`src/rtl/pwm_bank_pkg.sv`:
```
package pwm_bank_pkg;

    localparam int ADDR_W  = 3;
    localparam int NUM_SRC = 6;

    localparam logic [ADDR_W-1:0] OFS_INDEX  = 3'd0;
    localparam logic [ADDR_W-1:0] OFS_SOURCE = 3'd1;
    localparam logic [ADDR_W-1:0] OFS_PERIOD = 3'd2;
    localparam logic [ADDR_W-1:0] OFS_WIDTH  = 3'd3;
    localparam logic [ADDR_W-1:0] OFS_RATIO  = 3'd4;

    typedef enum logic [2:0] {
        SRC_EVERY  = 3'd0,
        SRC_PRE_A  = 3'd1,
        SRC_PRE_B  = 3'd2,
        SRC_PRE_C  = 3'd3,
        SRC_DIV_CK = 3'd4,
        SRC_DIV_A  = 3'd5
    } src_e;

    typedef enum logic [1:0] {
        PH_OFF  = 2'd0,
        PH_HIGH = 2'd1,
        PH_LOW  = 2'd2,
        PH_FULL = 2'd3
    } phase_e;

endpackage

```
`src/rtl/pwm_tick_gen.sv`:
```
module pwm_tick_gen
    import pwm_bank_pkg::*;
#(
    parameter int PRE_A = 16,
    parameter int PRE_B = 256,
    parameter int PRE_C = 750
) (
    input  logic                clk,
    input  logic                rst,
    input  logic [7:0]          ratio,
    output logic [NUM_SRC-1:0]  tick_o
);

    logic [2:0] pre_tick;

    for (genvar k = 0; k < 3; k++) begin : g_pre
        localparam int LIM = (k == 0) ? PRE_A : ((k == 1) ? PRE_B : PRE_C);
        localparam int CW  = (LIM > 1) ? $clog2(LIM) : 1;
        logic [CW-1:0] c_q;

        assign pre_tick[k] = (c_q == CW'(LIM - 1));

        always_ff @(posedge clk) begin
            if (rst)              c_q <= '0;
            else if (pre_tick[k]) c_q <= '0;
            else                  c_q <= c_q + 1'b1;
        end
    end

    logic [7:0] r_lim;
    logic [7:0] dck_q, da_q;
    logic       dck_hit, da_hit;

    assign r_lim   = (ratio == 8'd0) ? 8'd0 : ratio - 8'd1;
    assign dck_hit = (dck_q >= r_lim);
    assign da_hit  = (da_q >= r_lim);

    always_ff @(posedge clk) begin
        if (rst) begin
            dck_q <= '0;
            da_q  <= '0;
        end else begin
            dck_q <= dck_hit ? 8'd0 : dck_q + 8'd1;
            if (pre_tick[0])
                da_q <= da_hit ? 8'd0 : da_q + 8'd1;
        end
    end

    assign tick_o[SRC_EVERY]  = 1'b1;
    assign tick_o[SRC_PRE_A]  = pre_tick[0];
    assign tick_o[SRC_PRE_B]  = pre_tick[1];
    assign tick_o[SRC_PRE_C]  = pre_tick[2];
    assign tick_o[SRC_DIV_CK] = dck_hit;
    assign tick_o[SRC_DIV_A]  = pre_tick[0] & da_hit;

endmodule

```
`src/rtl/pwm_regfile.sv`:
```
module pwm_regfile
    import pwm_bank_pkg::*;
#(
    parameter int N_CH = 16
) (
    input  logic              clk,
    input  logic              rst,
    input  logic              wr_en,
    input  logic              rd_en,
    input  logic [ADDR_W-1:0] addr,
    input  logic [7:0]        wdata,
    output logic [7:0]        rd_data,
    output logic [2:0]        src_q [N_CH],
    output logic [7:0]        per_q [N_CH],
    output logic [7:0]        wid_q [N_CH],
    output logic [7:0]        ratio_q
);

    localparam int SW = (N_CH > 1) ? $clog2(N_CH) : 1;

    logic [SW-1:0] sel_q;
    logic [7:0]    rd_mux;

    always_ff @(posedge clk) begin
        if (rst) begin
            sel_q   <= '0;
            ratio_q <= '0;
            for (int i = 0; i < N_CH; i++) begin
                src_q[i] <= '0;
                per_q[i] <= '0;
                wid_q[i] <= '0;
            end
        end else if (wr_en) begin
            unique case (addr)
                OFS_INDEX:  if (32'(wdata) < N_CH)    sel_q        <= wdata[SW-1:0];
                OFS_SOURCE: if (32'(wdata) < NUM_SRC) src_q[sel_q] <= wdata[2:0];
                OFS_PERIOD: per_q[sel_q] <= wdata;
                OFS_WIDTH:  wid_q[sel_q] <= wdata;
                OFS_RATIO:  ratio_q      <= wdata;
                default:    ;
            endcase
        end
    end

    always_comb begin
        unique case (addr)
            OFS_INDEX:  rd_mux = 8'(sel_q);
            OFS_SOURCE: rd_mux = 8'(src_q[sel_q]);
            OFS_PERIOD: rd_mux = per_q[sel_q];
            OFS_WIDTH:  rd_mux = wid_q[sel_q];
            OFS_RATIO:  rd_mux = ratio_q;
            default:    rd_mux = 8'd0;
        endcase
    end

    always_ff @(posedge clk) begin
        if (rst)        rd_data <= '0;
        else if (rd_en) rd_data <= rd_mux;
    end

endmodule

```
`src/rtl/pwm_channel.sv`:
```
module pwm_channel
    import pwm_bank_pkg::*;
(
    input  logic       clk,
    input  logic       rst,
    input  logic       tick,
    input  logic [7:0] per_new,
    input  logic [7:0] wid_new,
    output logic       pwm_o,
    output logic [7:0] cnt_o,
    output logic [7:0] pact_o,
    output logic [7:0] wact_o
);

    logic [7:0] cnt_q, pact_q, wact_q;
    logic       wrap;
    phase_e     phase;

    assign wrap = ({1'b0, cnt_q} + 9'd1) >= {1'b0, pact_q};

    always_ff @(posedge clk) begin
        if (rst) begin
            cnt_q  <= '0;
            pact_q <= '0;
            wact_q <= '0;
        end else if (tick) begin
            if (wrap) begin
                cnt_q  <= '0;
                pact_q <= per_new;
                wact_q <= wid_new;
            end else begin
                cnt_q  <= cnt_q + 8'd1;
            end
        end
    end

    always_comb begin
        if (wact_q == 8'd0)        phase = PH_OFF;
        else if (wact_q >= pact_q) phase = PH_FULL;
        else if (cnt_q < wact_q)   phase = PH_HIGH;
        else                       phase = PH_LOW;
    end

    always_comb begin
        unique case (phase)
            PH_HIGH, PH_FULL: pwm_o = 1'b1;
            PH_OFF,  PH_LOW:  pwm_o = 1'b0;
            default:          pwm_o = 1'b0;
        endcase
    end

    assign cnt_o  = cnt_q;
    assign pact_o = pact_q;
    assign wact_o = wact_q;

endmodule

```
`src/rtl/pwm_bank.sv`:
```
module pwm_bank
    import pwm_bank_pkg::*;
#(
    parameter int N_CH  = 16,
    parameter int PRE_A = 16,
    parameter int PRE_B = 256,
    parameter int PRE_C = 750
) (
    input  logic              clk,
    input  logic              rst,
    input  logic              wr_en,
    input  logic              rd_en,
    input  logic [ADDR_W-1:0] addr,
    input  logic [7:0]        wdata,
    output logic [7:0]        rd_data,
    output logic [N_CH-1:0]   pwm_o,
    output logic              irq_o
);

    logic [2:0]         ch_src  [N_CH];
    logic [7:0]         ch_per  [N_CH];
    logic [7:0]         ch_wid  [N_CH];
    logic [7:0]         ch_cnt  [N_CH];
    logic [7:0]         ch_pact [N_CH];
    logic [7:0]         ch_wact [N_CH];
    logic [7:0]         ratio;
    logic [NUM_SRC-1:0] ticks;
    logic [7:0]         ticks_pad;
    logic [N_CH-1:0]    pwm_prev;

    pwm_regfile #(.N_CH(N_CH)) u_regs (
        .clk     (clk),
        .rst     (rst),
        .wr_en   (wr_en),
        .rd_en   (rd_en),
        .addr    (addr),
        .wdata   (wdata),
        .rd_data (rd_data),
        .src_q   (ch_src),
        .per_q   (ch_per),
        .wid_q   (ch_wid),
        .ratio_q (ratio)
    );

    pwm_tick_gen #(.PRE_A(PRE_A), .PRE_B(PRE_B), .PRE_C(PRE_C)) u_ticks (
        .clk    (clk),
        .rst    (rst),
        .ratio  (ratio),
        .tick_o (ticks)
    );

    assign ticks_pad = {{(8-NUM_SRC){1'b0}}, ticks};

    for (genvar i = 0; i < N_CH; i++) begin : g_ch
        pwm_channel u_ch (
            .clk     (clk),
            .rst     (rst),
            .tick    (ticks_pad[ch_src[i]]),
            .per_new (ch_per[i]),
            .wid_new (ch_wid[i]),
            .pwm_o   (pwm_o[i]),
            .cnt_o   (ch_cnt[i]),
            .pact_o  (ch_pact[i]),
            .wact_o  (ch_wact[i])
        );
    end

    always_ff @(posedge clk) begin
        if (rst) pwm_prev <= '0;
        else     pwm_prev <= pwm_o;
    end

    assign irq_o = |(pwm_o ^ pwm_prev);

endmodule

```
`config.mk`:
```
export PLATFORM = sky130hd
export DESIGN_NAME = pwm_bank
export DESIGN_NICKNAME = d
export VERILOG_FILES = /design/src/rtl/pwm_bank_pkg.sv /design/src/rtl/pwm_tick_gen.sv /design/src/rtl/pwm_regfile.sv /design/src/rtl/pwm_channel.sv /design/src/rtl/pwm_bank.sv
export SDC_FILE = /design/constraint.sdc
export NUM_CORES = 2
export LEC_CHECK = 0
export ABC_AREA = 0
export BUFFER_PORTS_ARGS = -buffer_cell sky130_fd_sc_hd__clkbuf_2
export CORE_MARGIN = 2
export CORE_UTILIZATION = 55
export CTS_CLUSTER_SIZE = 24
export DETAILED_ROUTE_END_ITERATION = 10
export GPL_TIMING_DRIVEN = 0
export PLACE_DENSITY_LB_ADDON = 0.08
export SYNTH_ARGS = -nofsm -noshare
export SYNTH_HDL_FRONTEND = slang
export SYNTH_SLANG_ARGS = --single-unit
```
`constraint.sdc`:
```
create_clock -name clk -period 9.8 [get_ports clk]
set_input_delay 1.96 -clock clk [delete_from_list [all_inputs] [get_ports clk]]
set_output_delay 1.96 -clock clk [all_outputs]
set_load 0.02 [all_outputs]
```
# Word level (Yosys, flattened, before mapping)
# Index checks and enable logic that the tools add are counted.
# op_classes
n_mux,131
bitwise_logic,3
n_reduce_logical,93
n_lt_le_gt_ge,70
eq_ne,55
addsub,38
# op_table
operator,count
bitwise mux 128 bit,2
2-to-1 mux 8 bit,23
adder 8 x 1 -> 8 bit (second input constant),19
adder 8 x 1 -> 9 bit (second input constant),16
>= comparator 8 bit,18
>= comparator 9 x 8 -> 1 bit,16
logical NOT 8 bit,17
less-than comparator 8 bit,16
2-to-1 mux 2 bit,48
OR reduction 2 bit,36
binary-select mux 8 bit (select 4 bit),2
equality test 2 bit (second input constant),32
less-than comparator 3 x 4 -> 1 bit (second input constant),16
binary-select mux 1 bit (select 3 bit),16
bitwise mux 48 bit,1
case mux 8 bit (5 select lines),1
AND reduction 2 bit,19
demux 8 bit (select 4 bit),1
equality test 2 x 1 -> 1 bit (second input constant),16
logical NOT 2 bit,16
case mux 1 bit (2 select lines),16
2-to-1 mux 1 bit,16
OR reduction 16 bit,1
bitwise XOR 16 bit,1
other kinds (21),25
# totals
regBits,762
out_inout_bits,25
input_bits,15
word_cells,495

# Logic depth before layout (Yosys ltp)
# depth
ltp_word,9
depth_mapped,20
mapped_depth_nobuf,16

# Modules after synthesis
# From an unflattened synthesis, not the netlist that was laid out.
# hier_totals
hier_cells,6246
area_unflattened_um2,50792.5
# modules_own_cells
module,cells_per_inst,area_each_um2,seq_area_each_um2,n_inst
pwm_channel,261,2034.5,480.5,16
pwm_regfile,1704,14746.6,6486.2,1
pwm_tick_gen,242,2069.5,760.7,1
pwm_bank,124,1425.1,320.3,1

# Worst setup path after synthesis
# OpenSTA, ideal clock, no wires.
# synth_path
path_kind,reg2out
startpoint,register g_ch[1].u_ch.wact_q[0]
endpoint,output port irq_o
stages_incl_launch_ff,12
path_buffers,0
setup_slack_ns,5.327
arrival_ns,2.513
required_time_ns,7.840
cell_sequence,dfxtp_1 -> inv_1 -> ha_1 -> nand2b_1 -> a2111oi_0 -> nor4_1 -> o41a_1 -> xor2_1 -> nor3_1 -> nand4_1 -> nor4_1 -> nand3_1
# synth_between
elab_chain_cells,9
elab_cells_between_ends,15
cone_classes,2 x order compare; 3 x eq/ne; 4 x mux; 1 x bitwise; 5 x reduce/logical
# synth_lines
item,line_no,rtl
"start, declared",pwm_channel.sv:15,"logic [7:0] cnt_q, pact_q, wact_q;"
"start signal, assigned",pwm_channel.sv:30,wact_q <= wid_new;
less-than comparator 8 bit,pwm_channel.sv:40,else if (cnt_q < wact_q) phase = PH_HIGH;
2-to-1 mux 2 bit,pwm_channel.sv:40,
2-to-1 mux 2 bit,pwm_channel.sv:39,else if (wact_q >= pact_q) phase = PH_FULL;
2-to-1 mux 2 bit *,pwm_channel.sv:38,if (wact_q == 8'd0) phase = PH_OFF;
equality test 2 bit (tied with other cells),pwm_channel.sv:45,unique case (phase)
OR reduction 2 bit,pwm_channel.sv:45,
case mux 1 bit (2 select lines) *,pwm_channel.sv:45,
named net g_ch[1].u_ch.pwm_o,pwm_channel.sv:9,"output logic pwm_o,"
bitwise XOR 16 bit *,pwm_bank.sv:73,assign irq_o = |(pwm_o ^ pwm_prev);
OR reduction 16 bit *,pwm_bank.sv:73,
"end, declared",pwm_bank.sv:17,output logic irq_o
# Mark *: on every way through the listed nets, which the timed path passes. The rest lies on a longest branch.

# Worst setup path in the final report
# layout_path
startpoint,register g_ch[0].u_ch.wact_q[0]
endpoint,output port irq_o
# layout_between
elab_chain_cells,9
elab_cells_between_ends,15
cone_classes,2 x order compare; 3 x eq/ne; 4 x mux; 1 x bitwise; 5 x reduce/logical
# layout_lines
item,line_no
"start, declared",pwm_channel.sv:15
"start signal, assigned",pwm_channel.sv:30
less-than comparator 8 bit,pwm_channel.sv:40
2-to-1 mux 2 bit,pwm_channel.sv:40
2-to-1 mux 2 bit,pwm_channel.sv:39
2-to-1 mux 2 bit *,pwm_channel.sv:38
equality test 2 bit (tied with other cells),pwm_channel.sv:45
OR reduction 2 bit,pwm_channel.sv:45
case mux 1 bit (2 select lines) *,pwm_channel.sv:45
bitwise XOR 16 bit *,pwm_bank.sv:73
OR reduction 16 bit *,pwm_bank.sv:73
# Mark *: on every way between the ends. The rest lies on a longest branch, timed or not.

==> results.yml <==
synthesis:
  yosys-top-cells-count: "762 x dfxtp_1, 613 x nor2_1, 410 x nand2_1"
  seq_area_frac_synth: 0.3573
  netlist_instances: 4792
  synth.distinct_cells: 77
  synth_area_leader_cell: "dfxtp_1"
  synth_top_area_share: 0.3573
  ys_seq_elements: 762
  synth_edf_count: 0
  synth_flop_cell: "dfxtp_1"
  post-synth-top-count-cell: "dfxtp_1"
  async_flop_share: 0
  synthesis.area_sq_um: 42700
  synthTopCellsByArea: "dfxtp_1 36%, ha_1 12%, mux2i_1 8.9%, nor2_1 5.4%, mux4_2 5.0%"
  synth_nets: 5214
  ys_warn_count: 0
  synth.avg_cell_area_sq_um: 8.910
floorplan:
  dieArea_sq_um: 79870
  io_pins: 40
  die_h_microns: 282.6
  die_x_microns: 282.6
  num_rows: 102
  start_util: 0.5530
  coreArea_sq_um: 77210
clocking:
  root_buffer: "clkbuf_16"
  ctsHoldBuffers: 0
  cts-buffers-inserted: 86
  clk_pin_slew_ns: 0.06
  cts.repair.resized: 0
  cts_buffer_depth: 3
  cts_setup_buffers: 0
  clock_latency_ns: 0.66
  cts_htree_levels: 3
  cts_tree: "yes"
  clock-sinks: 762
detailed_routing:
  firstDrtPassIters: 6
  route.met3.wl_microns: 12830
  ant_nets: 0
  drc: 0
  viasPerCell: 5.981
  drt_iter0_markers: 3671
  wl_met2_microns: 62600
  dr.max_layer_used: "met5"
  wl_microns: 148800
  drt-wirelength-per-cell_microns: 24.71
  num_vias: 36010
  wl_met1_microns: 63770
sta:
  timing_hold_violations_final: 0
  fmax_mhz: 138.6
  skew_ns: 0.02336
  period_minus_slack_ns: 7.215
  drv_slew: 0
  tightestPinTransition_ns: 1.476
  setup_ws_ns: 2.585
  slew_headroom: 0.01590
  setup_viol: 0
  setup_tns_ns: 0
  period_share: 0.7362
  rsz0062_at_grt: "false"
cells_and_area:
  finish.utilization: 0.6126
  fill_cells: 6810
  syn2layout_area_growth_pct: 10.78
  fin_nets: 5330
  drive_above_1_share: 0.08054
critical_path:
  critPathKind: "reg2out"
  r2r_cells: 15
  endpoint_kind: "primary output"
  path_max_fanout: 4
  worstPathRequired_ns: 7.84
  ff2ff_setup_slack_ns: 4.72
  r2r-end: "g_ch[12].u_ch.wact_o[7]"
  cp.arrival_ns: 5.26
  crit_path_start_kind: "register"
  regToRegStartpoint: "u_regs.ratio_q[2]"
min_path:
  min_to: "g_ch[5].u_ch.pact_o[7]"
  min_from: "g_ch[5].u_ch.pact_o[7]"
  hold-path-cell-count: 2
  min_path_type: "reg2reg"
global_routing:
  grt_max_degree: 14
  grt_pass1_vias: 32890
  grt_antenna_before_repair: 8
  grt_pass1_wl_microns: 215700
  grt_overflow: 0
  grt_usage: 0.3680
placed_design:
  place.gp.congestion: 1.084
  portBuffers: 28
  post-place-ws_ns: 3.398
  dp_hpwl_microns: 114700
pwr:
  comb_power_share: 0.053
  p_switching_uw: 1692
  pwr-share-clk: 0.508
  total_power_uw: 7107
  intPower_uw: 5415
  vdd_drop_max_v: 0.0001566
  power_switching_share: 0.2381
  p_leak_uw: 0.01815
  power_density_nw_per_um2: 150.3
  seqPwrFrac: 0.439
flow_run:
  drv_cap: 0
run_status:
  status: "completed"
-- worst max path at each step --
stage                           start     to  slack, ns  cells past startpoint
2_1_floorplan  g_ch[1].u_ch.wact_o[0]  irq_o       5.33                     11
3_3_place_gp   g_ch[0].u_ch.wact_o[0]  irq_o       3.45                     12
3_5_place_dp   g_ch[0].u_ch.wact_o[0]  irq_o       3.40                     12
4_1_cts        g_ch[0].u_ch.wact_o[0]  irq_o       2.70                     12
5_1_grt        g_ch[0].u_ch.wact_o[0]  irq_o       2.39                     12
6_report       g_ch[0].u_ch.wact_o[0]  irq_o       2.58                     12
-- worst max-delay path, stage by stage (launching register included) --
cell and delay [ns]:
dfxtp_1 0.39, inv_1 0.06, ha_1 0.26, nand2b_1 0.14, a2111oi_0 0.41, nor4_1 0.13, o41ai_2 0.82, xnor2_1 0.14
nor3_1 0.78, nand4_1 0.69, nor4_1 0.45, nand3_1 0.12, clkbuf_2 0.20
-- area by class of cell --
type | count | area, sq um | area share
sequential | 762 | 15250 | 0.3225
antenna | 2 | 5.005 | 0.0001058
clock buffer | 119 | 2530 | 0.05349
timing repair buffer | 28 | 140.1 | 0.002963
multi-input combinational | 3492 | 25060 | 0.5298
clock inverter | 40 | 623.1 | 0.01317
tap | 1040 | 1301 | 0.02751
buffer | 264 | 1355 | 0.02865
inverter | 274 | 1028 | 0.02175
-- through the flow --
stage,cell area (sq um),hold WS [ns],instances
2_1_floorplan,42700,0.4363,4792
3_3_place_gp,44140,0.4458,5860
3_5_place_dp,44140,0.4478,5860
4_1_cts,47290,0.4554,6019
5_1_grt,47290,0.4807,6019
6_report,47300,0.4541,6021
-- metal layers --
| layer | vias to the layer above | track usage |
|---|---|---|
| li1 | 17000 | - |
| met4 | 12 | 0.2058 |
| met5 | - | 0 |
| met3 | 409 | 0.06889 |
| met2 | 1479 | 0.5517 |
| met1 | 17110 | 0.4980 |
-- logic make-up after synthesis --
group	Yosys count	synth area share
and+or+nand+nor	1679	0.1801
DFF	762	0.3573
AOI/OAI and AO/OA	721	0.1051
buffers and inverters	538	0.05580
muxes	478	0.1400
adders and majority gates	407	0.1193
xor gates and xnor gates	207	0.04246
-- flip-flops by register name (all words and copies together), names as in the netlist --
signal and cells:
u_ticks.dck_q 8, u_ticks.g_pre.c_q 22, g_ch.u_ch.wact_o 128, u_regs.sel_q 4
pwm_prev 16, u_regs.per_q 128, u_regs.ratio_q 8, u_regs.src_q 48
u_regs.wid_q 128, g_ch.u_ch.cnt_o 128, u_regs.rd_data 8, g_ch.u_ch.pact_o 128
u_ticks.da_q 8
-- power by group through the flow --
stage / logic [uW] / clock network, uW / registers (uW)
floorplan: 213 / 0 / 3190
global placement: 357 / 0 / 3190
detailed placement: 359 / 0 / 3190
CTS: 361 / 3610 / 3120
global route: 384 / 3730 / 3120
finish: 374 / 3610 / 3120
-- cell usage in the layout, fill, tap and decap left out, types with 14 or more instances in the layout --
cell type / Yosys / layout
clkbuf_16: 0 / 89
dfxtp_1: 762 / 762
xnor2_1: 48 / 48
o21ai_0: 100 / 100
nand3b_1: 24 / 24
a211oi_1: 33 / 33
nor2_1: 613 / 613
buf_4: 24 / 24
nor2b_1: 36 / 36
a2111oi_0: 16 / 16
inv_1: 274 / 274
nor3_1: 38 / 38
buf_2: 34 / 34
nand2b_1: 65 / 65
buf_1: 14 / 14
bufinv_16: 0 / 15
clkbuf_2: 1 / 30
ha_1: 407 / 407
a21oi_1: 362 / 362
mux4_2: 95 / 95
nand4_1: 61 / 61
xor2_1: 159 / 159
buf_6: 16 / 16
clkbuf_8: 0 / 19
a21o_1: 43 / 43
nand2_1: 410 / 410
and3_1: 76 / 76
mux2i_1: 380 / 380
nor4_1: 38 / 38
o21a_1: 46 / 46
clkbuf_1: 168 / 178
clkinv_2: 0 / 16
nand3_1: 263 / 263
nor3b_1: 18 / 18
a31oi_1: 20 / 20
Power figures use the tool's default switching activity.
